<file path="src/rtl/vlf_pkg.sv">
package vlf_pkg;
  localparam int BX_W  = 12;
  localparam int CNT_W = 8;

  typedef enum logic {
    ST_HDR = 1'b0,
    ST_PAY = 1'b1
  } vlf_state_e;
endpackage

</file>
<file path="src/rtl/vlf_bitacc.sv">
// Left-aligned bit accumulator two frames wide. Consumed bits shift out
// at the top; an accepted frame is packed directly below the bits that remain.
module vlf_bitacc #(
  parameter int FW     = 32,
  parameter int ACC_W  = 2 * FW,
  parameter int FILL_W = $clog2(ACC_W + 1)
) (
  input  logic              clk,
  input  logic              rst_n,
  input  logic [FILL_W-1:0] take,
  input  logic              push,
  input  logic [FW-1:0]     push_data,
  output logic [ACC_W-1:0]  acc,
  output logic [FILL_W-1:0] fill,
  output logic              room
);
  logic [ACC_W-1:0]  acc_q, acc_nxt, ext;
  logic [FILL_W-1:0] fill_q, fill_nxt, fill_after;

  always_comb begin
    fill_after = fill_q - take;
    ext        = {push_data, {(ACC_W - FW){1'b0}}} >> fill_after;
    acc_nxt    = acc_q << take;
    fill_nxt   = fill_after;
    if (push) begin
      acc_nxt  = acc_nxt | ext;
      fill_nxt = fill_after + FILL_W'(FW);
    end
  end

  always_ff @(posedge clk or negedge rst_n) begin
    if (!rst_n) begin
      acc_q  <= '0;
      fill_q <= '0;
    end else begin
      acc_q  <= acc_nxt;
      fill_q <= fill_nxt;
    end
  end

  assign acc  = acc_q;
  assign fill = fill_q;
  assign room = (fill_after <= FILL_W'(FW));
endmodule

</file>
<file path="src/rtl/vlf_item_parse.sv">
// Looks at the top of the accumulator and reports whether a whole header
// or a whole channel word is present.
module vlf_item_parse
  import vlf_pkg::*;
#(
  parameter int ACC_W   = 64,
  parameter int FILL_W  = 7,
  parameter int UNIT    = 4,
  parameter bit VAR_HDR = 1'b0
) (
  input  logic [ACC_W-1:0]  acc,
  input  logic [FILL_W-1:0] fill,
  output logic              hdr_ok,
  output logic [FILL_W-1:0] hdr_len,
  output logic [BX_W-1:0]   hdr_bx,
  output logic [CNT_W-1:0]  hdr_cnt,
  output logic              word_ok,
  output logic [UNIT-1:0]   word
);
  localparam int FIX_LEN   = BX_W + CNT_W;
  localparam int SHORT_LEN = BX_W + 1;
  localparam int LONG_LEN  = BX_W + 1 + CNT_W;

  assign hdr_bx  = acc[ACC_W-1 -: BX_W];
  assign word    = acc[ACC_W-1 -: UNIT];
  assign word_ok = (fill >= FILL_W'(UNIT));
  assign hdr_ok  = (fill >= hdr_len);

  generate
    if (VAR_HDR) begin : g_var
      logic has_data;
      assign has_data = acc[ACC_W-1-BX_W];
      assign hdr_len  = has_data ? FILL_W'(LONG_LEN) : FILL_W'(SHORT_LEN);
      assign hdr_cnt  = has_data ? acc[ACC_W-2-BX_W -: CNT_W] : '0;
    end else begin : g_fix
      assign hdr_len  = FILL_W'(FIX_LEN);
      assign hdr_cnt  = acc[ACC_W-1-BX_W -: CNT_W];
    end
  endgenerate
endmodule

</file>
<file path="src/rtl/vlf_decoder.sv">
module vlf_decoder
  import vlf_pkg::*;
#(
  parameter int FRAME_W = 32,
  parameter int UNIT    = 4,
  parameter bit VAR_HDR = 1'b0
) (
  input  logic               clk,
  input  logic               rst_n,
  input  logic               in_valid,
  input  logic [FRAME_W-1:0] in_data,
  output logic               in_ready,
  output logic               out_sop,
  output logic               out_dvalid,
  output logic               out_eop,
  output logic               out_empty,
  output logic [11:0]        out_bxid,
  output logic [UNIT-1:0]    out_data
);
  localparam int ACC_W  = 2 * FRAME_W;
  localparam int FILL_W = $clog2(ACC_W + 1);

  if (UNIT < 4) begin : g_unit_too_small
    $error("vlf_decoder: UNIT must be at least 4");
  end
  if (UNIT > FRAME_W || FRAME_W < BX_W + CNT_W + 1) begin : g_frame_too_small
    $error("vlf_decoder: FRAME_W too small for header or channel word");
  end

  logic [ACC_W-1:0]  acc_w;
  logic [FILL_W-1:0] fill_w, take_w, hdr_len_w;
  logic              room_w, push_w, hdr_ok_w, word_ok_w;
  logic [BX_W-1:0]   hdr_bx_w;
  logic [CNT_W-1:0]  hdr_cnt_w;
  logic [UNIT-1:0]   word_w;

  vlf_state_e        st_q, st_nxt;
  logic [CNT_W-1:0]  rem_q, rem_nxt;
  logic              sop_q, dv_q, eop_q, emp_q;
  logic              sop_nxt, dv_nxt, eop_nxt, emp_nxt;
  logic [BX_W-1:0]   bx_q, bx_nxt;
  logic [UNIT-1:0]   data_q;

  assign push_w   = in_valid && room_w;
  assign in_ready = room_w;

  vlf_bitacc #(.FW(FRAME_W), .ACC_W(ACC_W), .FILL_W(FILL_W)) u_acc (
    .clk       (clk),
    .rst_n     (rst_n),
    .take      (take_w),
    .push      (push_w),
    .push_data (in_data),
    .acc       (acc_w),
    .fill      (fill_w),
    .room      (room_w)
  );

  vlf_item_parse #(.ACC_W(ACC_W), .FILL_W(FILL_W), .UNIT(UNIT), .VAR_HDR(VAR_HDR)) u_parse (
    .acc     (acc_w),
    .fill    (fill_w),
    .hdr_ok  (hdr_ok_w),
    .hdr_len (hdr_len_w),
    .hdr_bx  (hdr_bx_w),
    .hdr_cnt (hdr_cnt_w),
    .word_ok (word_ok_w),
    .word    (word_w)
  );

  // Next-state: one item (header or channel word) per cycle.
  always_comb begin
    st_nxt  = st_q;
    rem_nxt = rem_q;
    bx_nxt  = bx_q;
    take_w  = '0;
    sop_nxt = 1'b0;
    dv_nxt  = 1'b0;
    eop_nxt = 1'b0;
    emp_nxt = 1'b0;
    unique case (st_q)
      ST_HDR: begin
        if (hdr_ok_w) begin
          take_w  = hdr_len_w;
          sop_nxt = 1'b1;
          bx_nxt  = hdr_bx_w;
          if (hdr_cnt_w == '0) begin
            eop_nxt = 1'b1;
            emp_nxt = 1'b1;
          end else begin
            st_nxt  = ST_PAY;
            rem_nxt = hdr_cnt_w;
          end
        end
      end
      ST_PAY: begin
        if (word_ok_w) begin
          take_w  = FILL_W'(UNIT);
          dv_nxt  = 1'b1;
          rem_nxt = rem_q - 1'b1;
          if (rem_q == CNT_W'(1)) begin
            eop_nxt = 1'b1;
            st_nxt  = ST_HDR;
          end
        end
      end
      default: st_nxt = ST_HDR;
    endcase
  end

  always_ff @(posedge clk or negedge rst_n) begin
    if (!rst_n) begin
      st_q   <= ST_HDR;
      rem_q  <= '0;
      sop_q  <= 1'b0;
      dv_q   <= 1'b0;
      eop_q  <= 1'b0;
      emp_q  <= 1'b0;
      bx_q   <= '0;
      data_q <= '0;
    end else begin
      st_q  <= st_nxt;
      rem_q <= rem_nxt;
      sop_q <= sop_nxt;
      dv_q  <= dv_nxt;
      eop_q <= eop_nxt;
      emp_q <= emp_nxt;
      bx_q  <= bx_nxt;
      if (dv_nxt) begin
        data_q <= word_w;
      end
    end
  end

  assign out_sop    = sop_q;
  assign out_dvalid = dv_q;
  assign out_eop    = eop_q;
  assign out_empty  = emp_q;
  assign out_bxid   = bx_q;
  assign out_data   = data_q;
endmodule

</file>
<file path="config.mk">
export PLATFORM = sky130hd
export DESIGN_NAME = vlf_decoder
export DESIGN_NICKNAME = d
export VERILOG_FILES = /design/src/rtl/vlf_pkg.sv /design/src/rtl/vlf_bitacc.sv /design/src/rtl/vlf_item_parse.sv /design/src/rtl/vlf_decoder.sv
export SDC_FILE = /design/constraint.sdc
export NUM_CORES = 1
export LEC_CHECK = 0
export CAP_MARGIN = 40
export CORE_MARGIN = 2
export CORE_UTILIZATION = 55
export CTS_CLUSTER_SIZE = 12
export DETAILED_ROUTE_END_ITERATION = 10
export DONT_BUFFER_PORTS = 1
export PLACE_DENSITY_LB_ADDON = 0.3
export SLEW_MARGIN = 20
export SYNTH_ARGS = -nofsm -noshare
export SYNTH_HDL_FRONTEND = slang
export SYNTH_SLANG_ARGS = --single-unit
export TNS_END_PERCENT = 50
</file>
<file path="constraint.sdc">
create_clock -name clk -period 9.9 [get_ports clk]
set_input_delay 1.98 -clock clk [delete_from_list [all_inputs] [get_ports clk]]
set_output_delay 1.98 -clock clk [all_outputs]
set_load 0.1 [all_outputs]
</file>
==> results of run 1 <==
synth_stat cells, types with 2 or more instances:
library cell / number
sky130_fd_sc_hd__a21oi_1: 52
sky130_fd_sc_hd__a221o_1: 13
sky130_fd_sc_hd__a22oi_1: 7
sky130_fd_sc_hd__a31o_2: 4
sky130_fd_sc_hd__a31oi_1: 12
sky130_fd_sc_hd__and3_1: 17
sky130_fd_sc_hd__buf_1: 7
sky130_fd_sc_hd__buf_2: 20
sky130_fd_sc_hd__buf_4: 4
sky130_fd_sc_hd__clkbuf_1: 22
sky130_fd_sc_hd__dfrtp_1: 98
sky130_fd_sc_hd__ha_1: 6
sky130_fd_sc_hd__inv_1: 9
sky130_fd_sc_hd__inv_2: 4
sky130_fd_sc_hd__mux2_2: 21
sky130_fd_sc_hd__mux2i_1: 60
sky130_fd_sc_hd__nand2_1: 176
sky130_fd_sc_hd__nand2_2: 2
sky130_fd_sc_hd__nand2b_1: 2
sky130_fd_sc_hd__nand3_1: 15
sky130_fd_sc_hd__nor2_1: 46
sky130_fd_sc_hd__nor3_1: 12
sky130_fd_sc_hd__nor3b_1: 2
sky130_fd_sc_hd__nor4_1: 2
sky130_fd_sc_hd__o21a_1: 4
sky130_fd_sc_hd__o21ai_0: 31
sky130_fd_sc_hd__o21ai_1: 2
sky130_fd_sc_hd__o221ai_1: 20
sky130_fd_sc_hd__o22ai_1: 21
sky130_fd_sc_hd__o31ai_1: 5
sky130_fd_sc_hd__or2_2: 5
sky130_fd_sc_hd__or4_1: 2
through the flow:
stage          utilization [%]  area [um^2]  hold WS (ns)  setup slack [ns]
2_1_floorplan                -         6030         0.460              4.27
3_3_place_gp              56.0         6050         0.478              3.67
3_5_place_dp              58.4         6310         0.487              3.88
4_1_cts                   60.3         6510         0.504              3.46
5_1_grt                   61.9         6680         0.528              3.13
6_report                  61.9         6680         0.500              3.42
layout make-up:
cell class                 instances  share of cell area (%)
clock buffer                      12                    2.32
clock inverter                     4                   0.749
inverter                          13                   0.731
multi-input combinational        552                    49.7
sequential                        98                    36.7
tap                              140                    2.62
timing repair buffer              38                    7.16
state kept, by name (all words and copies together), names as in the netlist:
signal      cells
u_acc.fill      5
out_data        4
st_q            1
out_empty       1
out_eop         1
out_dvalid      1
out_sop         1
rem_q           8
out_bxid       12
u_acc.acc      64
worst reg2reg max path, stage by stage, from the launching register on:
cell and delay [ns]:
sky130_fd_sc_hd__dfrtp_1 0.45, sky130_fd_sc_hd__or4_1 0.57, sky130_fd_sc_hd__o21ai_4 0.18, sky130_fd_sc_hd__inv_2 0.26
sky130_fd_sc_hd__nor2_4 0.32, sky130_fd_sc_hd__inv_1 0.09, sky130_fd_sc_hd__ha_1 0.20, sky130_fd_sc_hd__ha_1 0.26
sky130_fd_sc_hd__xor2_4 0.15, sky130_fd_sc_hd__buf_4 0.42, sky130_fd_sc_hd__inv_2 0.31, sky130_fd_sc_hd__nor3_2 0.24
sky130_fd_sc_hd__and3_2 0.27, sky130_fd_sc_hd__a21o_1 0.20, sky130_fd_sc_hd__buf_16 0.19, sky130_fd_sc_hd__buf_1 0.12
sky130_fd_sc_hd__nand2_2 0.13, sky130_fd_sc_hd__mux2_2 0.30
layer usage:
metal	global-route usage, %	wire (um)	vias to the layer above
li1	-	-	2538
met1	42.0	7550	2480
met2	41.7	7190	220
met3	5.68	1210	17
met4	7.33	200	0
met5	0	0	-
path summary, 6_finish.rpt:
kind / cells past startpoint / end / startpoint / slack (ns)
max: 14 / in_ready / u_acc.fill[5] / 3.42
max in group asynchronous: 0 / u_acc.acc[19] / rst_n / 8.42
min in group asynchronous: 0 / out_bxid[8] / rst_n / 1.30
min reg2reg: 2 / out_data[1] / u_acc.acc[61] / 0.50
min: 2 / out_data[1] / u_acc.acc[61] / 0.50
max reg2reg: 17 / u_acc.fill[6] / u_acc.fill[5] / 5.12
cell families after synthesis:
family | after synthesis
flip-flops | 98
adder cells (fa/ha/maj) | 6
AO/OA/AOI/OAI | 175
multiplexers | 81
buffers and inverters | 66
AND/OR/NAND/NOR | 287
XOR/XNOR | 3
==> flow_metrics.env, run 1 <==
export IMPL_grt_usage_pct=28.1
export IMPL_rows=38
export IMPL_ant_nets=0
export IMPL_timing_setup_tns_ns=0
export IMPL_vias_per_cell=6.13
export IMPL_synth_simple_gate_area_share_pct=20.3
export IMPL_grt_start_max_net_pins=99
export IMPL_placed_cells=826
export IMPL_wirelength_um=16200
export IMPL_max_cap_viols=0
export IMPL_syn2layout_area_growth_pct=10.7
export IMPL_die_w_um=109
export IMPL_fin_crit_sh_pct=65.5
export IMPL_ctsHtreeMaxLevel=3
export IMPL_hold_viol=0
export IMPL_timing_max_transition_violations_final=0
export IMPL_fraction_of_final_layout_cells_with_drive_strength_greater_than_1_pct=10.9
export IMPL_critical_path_max_fanout=51
export IMPL_seqCellArea_mm2=0.00245
export IMPL_type_of_destination_of_the_critical_path="primary output"
export IMPL_port_buffer_count=0
export IMPL_path_cells="or4_1, o21ai_4, inv_2, nor2_4, inv_1, ha_1, ha_1, xor2_4, buf_4, inv_2, nor3_2, and3_2, a21o_1, buf_16"
export IMPL_run_status="complete, no violations"
export IMPL_max_freq_ghz=0.154
export IMPL_clock_tree_from_tritoncts="done"
export IMPL_clock_sinks=98
export IMPL_synth_top_cell_area_share_pct=40.6
export IMPL_gr_total_overflow=0
export IMPL_layout_common_cells="sky130_fd_sc_hd__nand2_1, sky130_fd_sc_hd__dfrtp_1, sky130_fd_sc_hd__mux2i_1"
export IMPL_ys_warnings_count=0
export IMPL_critPathBufInv=5
export IMPL_final_instance_count_excl_fill=857
export IMPL_fin_skew_ns=0.00865
export IMPL_post_synth_xor_area_fraction_pct=0.560
export IMPL_first_global_vias=4939
export IMPL_antenna_diode_count=0
export IMPL_grt_setup_unrepaired="no"
export IMPL_cts_made_buffers=9
export IMPL_floorplan_initialDensity_pct=55.9
export IMPL_cts_repair_resize_count=0
export IMPL_io_pins=56
export IMPL_grt_first_pass_wirelength_um=25600
export IMPL_gp_congestion=0.931
export IMPL_critical_path_arrival_ns=4.50
export IMPL_grt_antenna_before_repair=0
export IMPL_synth_compound_area_share_pct=18.6
export IMPL_synth_lib_cells_used_distinct=45
export IMPL_vias=5255
export IMPL_main_combinational_cell_family_by_area_after_synthesis="simple AND/OR/NAND/NOR gates"
export IMPL_ctsRootBufferMaster="sky130_fd_sc_hd__clkbuf_8"
export IMPL_post_synth_instance_area_mm2=0.00603
export IMPL_final_nets=753
export IMPL_setup_crit_start_kind="register"
export IMPL_clkLatencyLatePin_ns=0.37
export IMPL_synth_area_mux_share_pct=13.9
export IMPL_critPathMaxStageDelay_ns=0.57
export IMPL_slowest_stage="sky130_fd_sc_hd__or4_1"
export IMPL_cp_top_delay_family="simple AND/OR/NAND/NOR gates"
export IMPL_fin_crit_ns=6.48
export IMPL_setup_violations_final=0
export IMPL_yosys_top_cells_area="sky130_fd_sc_hd__dfrtp_1, sky130_fd_sc_hd__nand2_1, sky130_fd_sc_hd__mux2i_1"
export IMPL_timing_worst_slew_pin_value_ns=0.904
export IMPL_hold_class="reg -> reg"
export IMPL_syn_inst=716
export IMPL_synth_area_per_cell_um2=8.43
export IMPL_final_common_cell="sky130_fd_sc_hd__nand2_1"
export IMPL_number_of_buffers_on_the_longest_clock_path=2
export IMPL_synth_fp_nets=757
export IMPL_ys_seq_elements=98
export IMPL_drt_pass1_iter_count=5
export IMPL_design_die_area_mm2=0.0118
export IMPL_worst_setup_path_type="reg -> out"
export IMPL_die_height_um=109
export IMPL_synth_edf_count=0
export IMPL_cts_hold_fix_buffers=0
export IMPL_post_cts_setup_buffer_count=0
export IMPL_share_of_synthesized_area_occupied_by_flip_flops_and_latches_pct=40.6
export IMPL_post_synth_fa_ha_maj_area_fraction_pct=1.24
export IMPL_multiInputGateArea_mm2=0.00332
export IMPL_drc=0
export IMPL_post_drt_wl_per_cell_um=18.8
export IMPL_design_core_area_mm2=0.0108
export IMPL_dr_first_iter_drc_count=450
export IMPL_synth_async_sr_flop_share_pct=100
export IMPL_place_detailed_hpwl_um=11300
export IMPL_worst_slew_margin_rel_pct=39.8
export IMPL_clkSlewWorstSetupHoldPaths_ns=0.09
export IMPL_yosys_most_used_dff="sky130_fd_sc_hd__dfrtp_1"
export IMPL_timing_critical_path_required_ns=7.92
export IMPL_fillers=911
export IMPL_synth_top_cell_by_area="sky130_fd_sc_hd__dfrtp_1"
Power of run 1 is not shown: default switching activity piles up to over one toggle a cycle in this logic, so the estimate is an artifact.
==> run 2: changes to the inputs <==
Clock period 9.9 ns to 5.5 ns, I/O delays scaled along.
==> run 2 against run 1 <==
Against the previous run: first-iteration DRC count grew 17%; critical path depth fell by 1; sequential cell count unchanged; worst setup slack got worse by 3.0 ns; global-route usage rose by 0.087 points; via count grew 1.8%.
==> flow_metrics.env, run 2 (synthesis gave the netlist of run 1 again) <==
export IMPL_clock_sinks=98
export IMPL_gr_total_overflow=0
export IMPL_final_nets=757
export IMPL_fin_skew_ns=0.00933
export IMPL_largest_register_ffs=64
export IMPL_hold_ws_ns=0.411
export IMPL_ant_nets=0
export IMPL_timing_critical_path_required_ns=4.40
export IMPL_fraction_of_final_layout_cells_with_drive_strength_greater_than_1_pct=11.1
export IMPL_max_freq_ghz=0.198
export IMPL_grt_first_pass_wirelength_um=26000
export IMPL_worst_setup_path_type="reg -> out"
export IMPL_cts_hold_fix_buffers=0
export IMPL_floorplan_initialDensity_pct=55.9
export IMPL_port_buffer_count=0
export IMPL_path_cells="or4_1, o21ai_4, inv_2, nor2_4, inv_1, ha_1, ha_1, xor2_4, inv_2, nor3_2, and3_2, a21o_1, buf_16"
export IMPL_setup_crit_start_kind="register"
export IMPL_die_w_um=109
export IMPL_timing_setup_tns_ns=0
export IMPL_max_cap_viols=0
export IMPL_cts_repair_resize_count=0
export IMPL_timing_worst_slew_pin_value_ns=0.891
export IMPL_grt_start_max_net_pins=99
export IMPL_grt_setup_unrepaired="no"
export IMPL_timing_max_transition_violations_final=0
export IMPL_gp_congestion=0.968
export IMPL_grt_usage_pct=28.2
export IMPL_number_of_buffers_on_the_longest_clock_path=2
export IMPL_post_drt_wl_per_cell_um=18.3
export IMPL_hold_viol=0
export IMPL_critPathBufInv=4
export IMPL_drc=0
export IMPL_fin_crit_ns=5.06
export IMPL_place_detailed_hpwl_um=11000
export IMPL_antenna_diode_count=0
export IMPL_startpoint="u_acc.fill[3]"
export IMPL_grt_antenna_before_repair=0
export IMPL_dr_first_iter_drc_count=527
export IMPL_type_of_destination_of_the_critical_path="primary output"
export IMPL_slowest_stage="sky130_fd_sc_hd__or4_1"
export IMPL_critical_path_reg2reg_startpoint="u_acc.fill[3]"
export IMPL_clkSlewWorstSetupHoldPaths_ns=0.09
export IMPL_syn2layout_area_growth_pct=11.8
export IMPL_cts_made_buffers=9
export IMPL_ctsHtreeMaxLevel=3
export IMPL_layout_common_cells="sky130_fd_sc_hd__nand2_1, sky130_fd_sc_hd__dfrtp_1, sky130_fd_sc_hd__mux2i_1"
export IMPL_hold_class="in -> async"
export IMPL_final_common_cell="sky130_fd_sc_hd__nand2_1"
export IMPL_vias_per_cell=6.22
export IMPL_first_global_vias=5046
export IMPL_design_die_area_mm2=0.0118
export IMPL_run_status="complete, no violations"
export IMPL_post_cts_setup_buffer_count=0
export IMPL_setup_violations_final=0
export IMPL_rows=38
export IMPL_critPathMaxStageDelay_ns=0.59
export IMPL_vias=5351
export IMPL_drt_pass1_iter_count=7
export IMPL_critical_path_arrival_ns=3.96
export IMPL_ctsRootBufferMaster="sky130_fd_sc_hd__clkbuf_8"
export IMPL_die_height_um=109
export IMPL_cp_top_delay_family="simple AND/OR/NAND/NOR gates"
export IMPL_fin_crit_sh_pct=92.0
export IMPL_clock_tree_from_tritoncts="done"
export IMPL_clkLatencyLatePin_ns=0.37
export IMPL_wirelength_um=15700
export IMPL_critical_path_max_fanout=35
export IMPL_io_pins=56
export IMPL_worst_slew_margin_rel_pct=40.6
export IMPL_design_core_area_mm2=0.0108
[run 2: layout make-up]
| type | instances | area (um^2) |
|---|---|---|
| clock buffers | 12 | 145 |
| clock inverters | 3 | 40.0 |
| fillers | 910 | 4050 |
| inverters | 13 | 48.8 |
| multi-input cells | 552 | 3320 |
| flip-flops and latches | 98 | 2450 |
| well taps | 140 | 175 |
| repair buffers | 42 | 564 |
[run 2: stage by stage]
| stage | utilization, % | setup slack, ns | std cells | cell area, um^2 |
|---|---|---|---|---|
| 2_1_floorplan | - | 0.752 | 716 | 6030 |
| 3_3_place_gp | 56.1 | 0.654 | 811 | 6060 |
| 3_5_place_dp | 59.6 | 0.856 | 835 | 6430 |
| 4_1_cts | 61.3 | 0.436 | 850 | 6620 |
| 5_1_grt | 62.5 | 0.194 | 860 | 6750 |
| 6_report | 62.5 | 0.442 | 860 | 6750 |
[run 2: routing by layer]
metal	GRT usage (%)	vias up	share of wire (%)	wire, um
li1	-	2543	-	-
met4	8.79	0	1.8	289
met3	5.68	22	9.7	1530
met5	0	-	0	0
met2	40.5	283	43	6800
met1	42.7	2503	45	7110
[run 2: worst paths after layout]
kind                            slack, ns  cells after the start       endpoint
worst max register to register       1.21                     16  u_acc.fill[6]
worst max-delay path                 0.44                     13       in_ready
worst min register to register       0.50                      2    out_data[0]
min in group clk                     0.50                      2    out_data[0]
max in group asynchronous            4.97                      0  u_acc.acc[38]
worst min-delay path                 0.41                      0       rem_q[6]
[run 2: worst reg2reg max path: stages, from the launching register on]
cell and delay, ns:
sky130_fd_sc_hd__dfrtp_1 0.41, sky130_fd_sc_hd__or4_1 0.59, sky130_fd_sc_hd__o21ai_4 0.16, sky130_fd_sc_hd__inv_2 0.27, sky130_fd_sc_hd__nor2_4 0.32, sky130_fd_sc_hd__inv_1 0.09
sky130_fd_sc_hd__ha_1 0.20, sky130_fd_sc_hd__ha_1 0.26, sky130_fd_sc_hd__xor2_4 0.18, sky130_fd_sc_hd__inv_2 0.32, sky130_fd_sc_hd__nor3_2 0.10, sky130_fd_sc_hd__and3_2 0.26
sky130_fd_sc_hd__a21o_1 0.24, sky130_fd_sc_hd__buf_16 0.18, sky130_fd_sc_hd__buf_1 0.11, sky130_fd_sc_hd__nand2_2 0.14, sky130_fd_sc_hd__mux2_2 0.35
Power of run 2 is left out for the same reason.
==> run 3: changes to the inputs <==
Settings changed: CORE_UTILIZATION 55 to 58.
==> run 3 against run 2 <==
Against the previous run: fmax is 3.0% lower; first-iteration DRC count is 9.3% lower; largest cell class unchanged; clock skew is 0.012 ns higher; highest routed layer unchanged.
==> flow_metrics.env, run 3 (synthesis gave the netlist of run 1 again) <==
export IMPL_final_nets=753
export IMPL_place_detailed_hpwl_um=11000
export IMPL_vias=5356
export IMPL_grt_start_max_net_pins=99
export IMPL_syn2layout_area_growth_pct=10.6
export IMPL_timing_critical_path_required_ns=4.40
export IMPL_layout_common_cells="sky130_fd_sc_hd__nand2_1, sky130_fd_sc_hd__dfrtp_1, sky130_fd_sc_hd__mux2i_1"
export IMPL_worst_setup_path_type="reg -> out"
export IMPL_detailroute_wirelength_met3_um=1440
export IMPL_type_of_destination_of_the_critical_path="primary output"
export IMPL_wirelength_um=15900
export IMPL_setup_crit_start_kind="register"
export IMPL_grt_antenna_before_repair=0
export IMPL_timing_worst_slew_pin_value_ns=0.905
export IMPL_number_of_buffers_on_the_longest_clock_path=2
export IMPL_critical_path_max_fanout=35
export IMPL_cts_made_buffers=9
export IMPL_met2_wirelength_um=7070
export IMPL_critical_path_arrival_ns=4.11
export IMPL_ant_nets=0
export IMPL_gr_total_overflow=0
export IMPL_largest_register_ffs=64
export IMPL_design_die_area_mm2=0.0112
export IMPL_setup_violations_final=0
export IMPL_fraction_of_final_layout_cells_with_drive_strength_greater_than_1_pct=11.2
export IMPL_post_drt_wl_per_cell_um=18.6
export IMPL_io_pins=56
export IMPL_fin_crit_ns=5.21
export IMPL_timing_setup_tns_ns=0
export IMPL_timing_max_transition_violations_final=0
export IMPL_ctsHtreeMaxLevel=3
export IMPL_clock_tree_from_tritoncts="done"
export IMPL_cts_hold_fix_buffers=0
export IMPL_ctsRootBufferMaster="sky130_fd_sc_hd__clkbuf_8"
export IMPL_floorplan_initialDensity_pct=59.0
export IMPL_gp_congestion=0.957
export IMPL_clkLatencyLatePin_ns=0.37
export IMPL_highest_signal_layer="met4"
export IMPL_dr_first_iter_drc_count=478
export IMPL_design_core_area_mm2=0.0102
export IMPL_clock_sinks=98
export IMPL_grt_first_pass_wirelength_um=25800
export IMPL_die_height_um=106
export IMPL_rows=37
export IMPL_drt_pass1_iter_count=5
export IMPL_grt_setup_unrepaired="no"
export IMPL_detail_route_wirelength_met1_um=7160
export IMPL_port_buffer_count=0
export IMPL_worst_slew_margin_rel_pct=39.7
export IMPL_antenna_diode_count=0
export IMPL_clkSlewWorstSetupHoldPaths_ns=0.11
export IMPL_final_common_cell="sky130_fd_sc_hd__nand2_1"
export IMPL_max_cap_viols=0
export IMPL_die_w_um=106
export IMPL_run_status="complete, no violations"
export IMPL_fin_crit_sh_pct=94.8
export IMPL_fin_skew_ns=0.0213
export IMPL_hold_viol=0
export IMPL_vias_per_cell=6.28
export IMPL_cts_repair_resize_count=0
export IMPL_first_global_vias=5021
export IMPL_drc=0
export IMPL_hold_class="in -> async"
export IMPL_grt_usage_pct=28.9
export IMPL_post_cts_setup_buffer_count=0
export IMPL_max_freq_ghz=0.192
## run 3: final timing paths
kind / to / from / cells past startpoint / slack [ns]
max: in_ready / u_acc.fill[5] / 15 / 0.29
min: out_eop / rst_n / 0 / 0.40
max reg2reg: u_acc.acc[50] / u_acc.fill[5] / 16 / 1.06
min reg2reg: out_data[1] / u_acc.acc[61] / 2 / 0.50
max in group asynchronous: u_acc.acc[17] / rst_n / 0 / 4.93
min in group clk: out_data[1] / u_acc.acc[61] / 2 / 0.50
## run 3: through the flow
step	cells	hold slack [ns]	area, um^2	setup WS, ns	utilization (%)
floorplan	716	0.460	6030	0.752	-
global placement	808	0.477	6060	0.839	59.2
detailed placement	825	0.486	6320	0.731	61.8
CTS	841	0.403	6540	0.312	63.9
global route	853	0.383	6670	0.0211	65.2
finish	853	0.405	6670	0.286	65.2
## run 3: worst max-delay path, stage by stage (launching register included)
cell                       delay (ns)
sky130_fd_sc_hd__dfrtp_1         0.46
sky130_fd_sc_hd__or4_1           0.56
sky130_fd_sc_hd__o21ai_4         0.17
sky130_fd_sc_hd__inv_2           0.26
sky130_fd_sc_hd__nor2_4          0.31
sky130_fd_sc_hd__inv_1           0.08
sky130_fd_sc_hd__ha_1            0.20
sky130_fd_sc_hd__nand2b_1        0.08
sky130_fd_sc_hd__a21oi_1         0.09
sky130_fd_sc_hd__xor2_2          0.16
sky130_fd_sc_hd__buf_4           0.24
sky130_fd_sc_hd__inv_2           0.07
sky130_fd_sc_hd__buf_4           0.32
sky130_fd_sc_hd__ha_1            0.31
sky130_fd_sc_hd__a21o_1          0.11
sky130_fd_sc_hd__buf_4           0.29
## run 3: routing by layer
layer  track usage (%)  up-vias
met5                 0        -
met4              6.95        0
met3              6.32       19
met2              43.2      269
met1              43.2     2524
li1                  -     2544
## run 3: layout make-up
type | count | area (um^2)
well taps | 136 | 170
repair buffers | 38 | 468
flip-flops and latches | 98 | 2450
multi-input cells | 552 | 3320
fillers | 870 | 3560
clock buffers | 9 | 124
clock inverters | 7 | 91.3
inverters | 13 | 48.8
Power of run 3 is left out for the same reason.
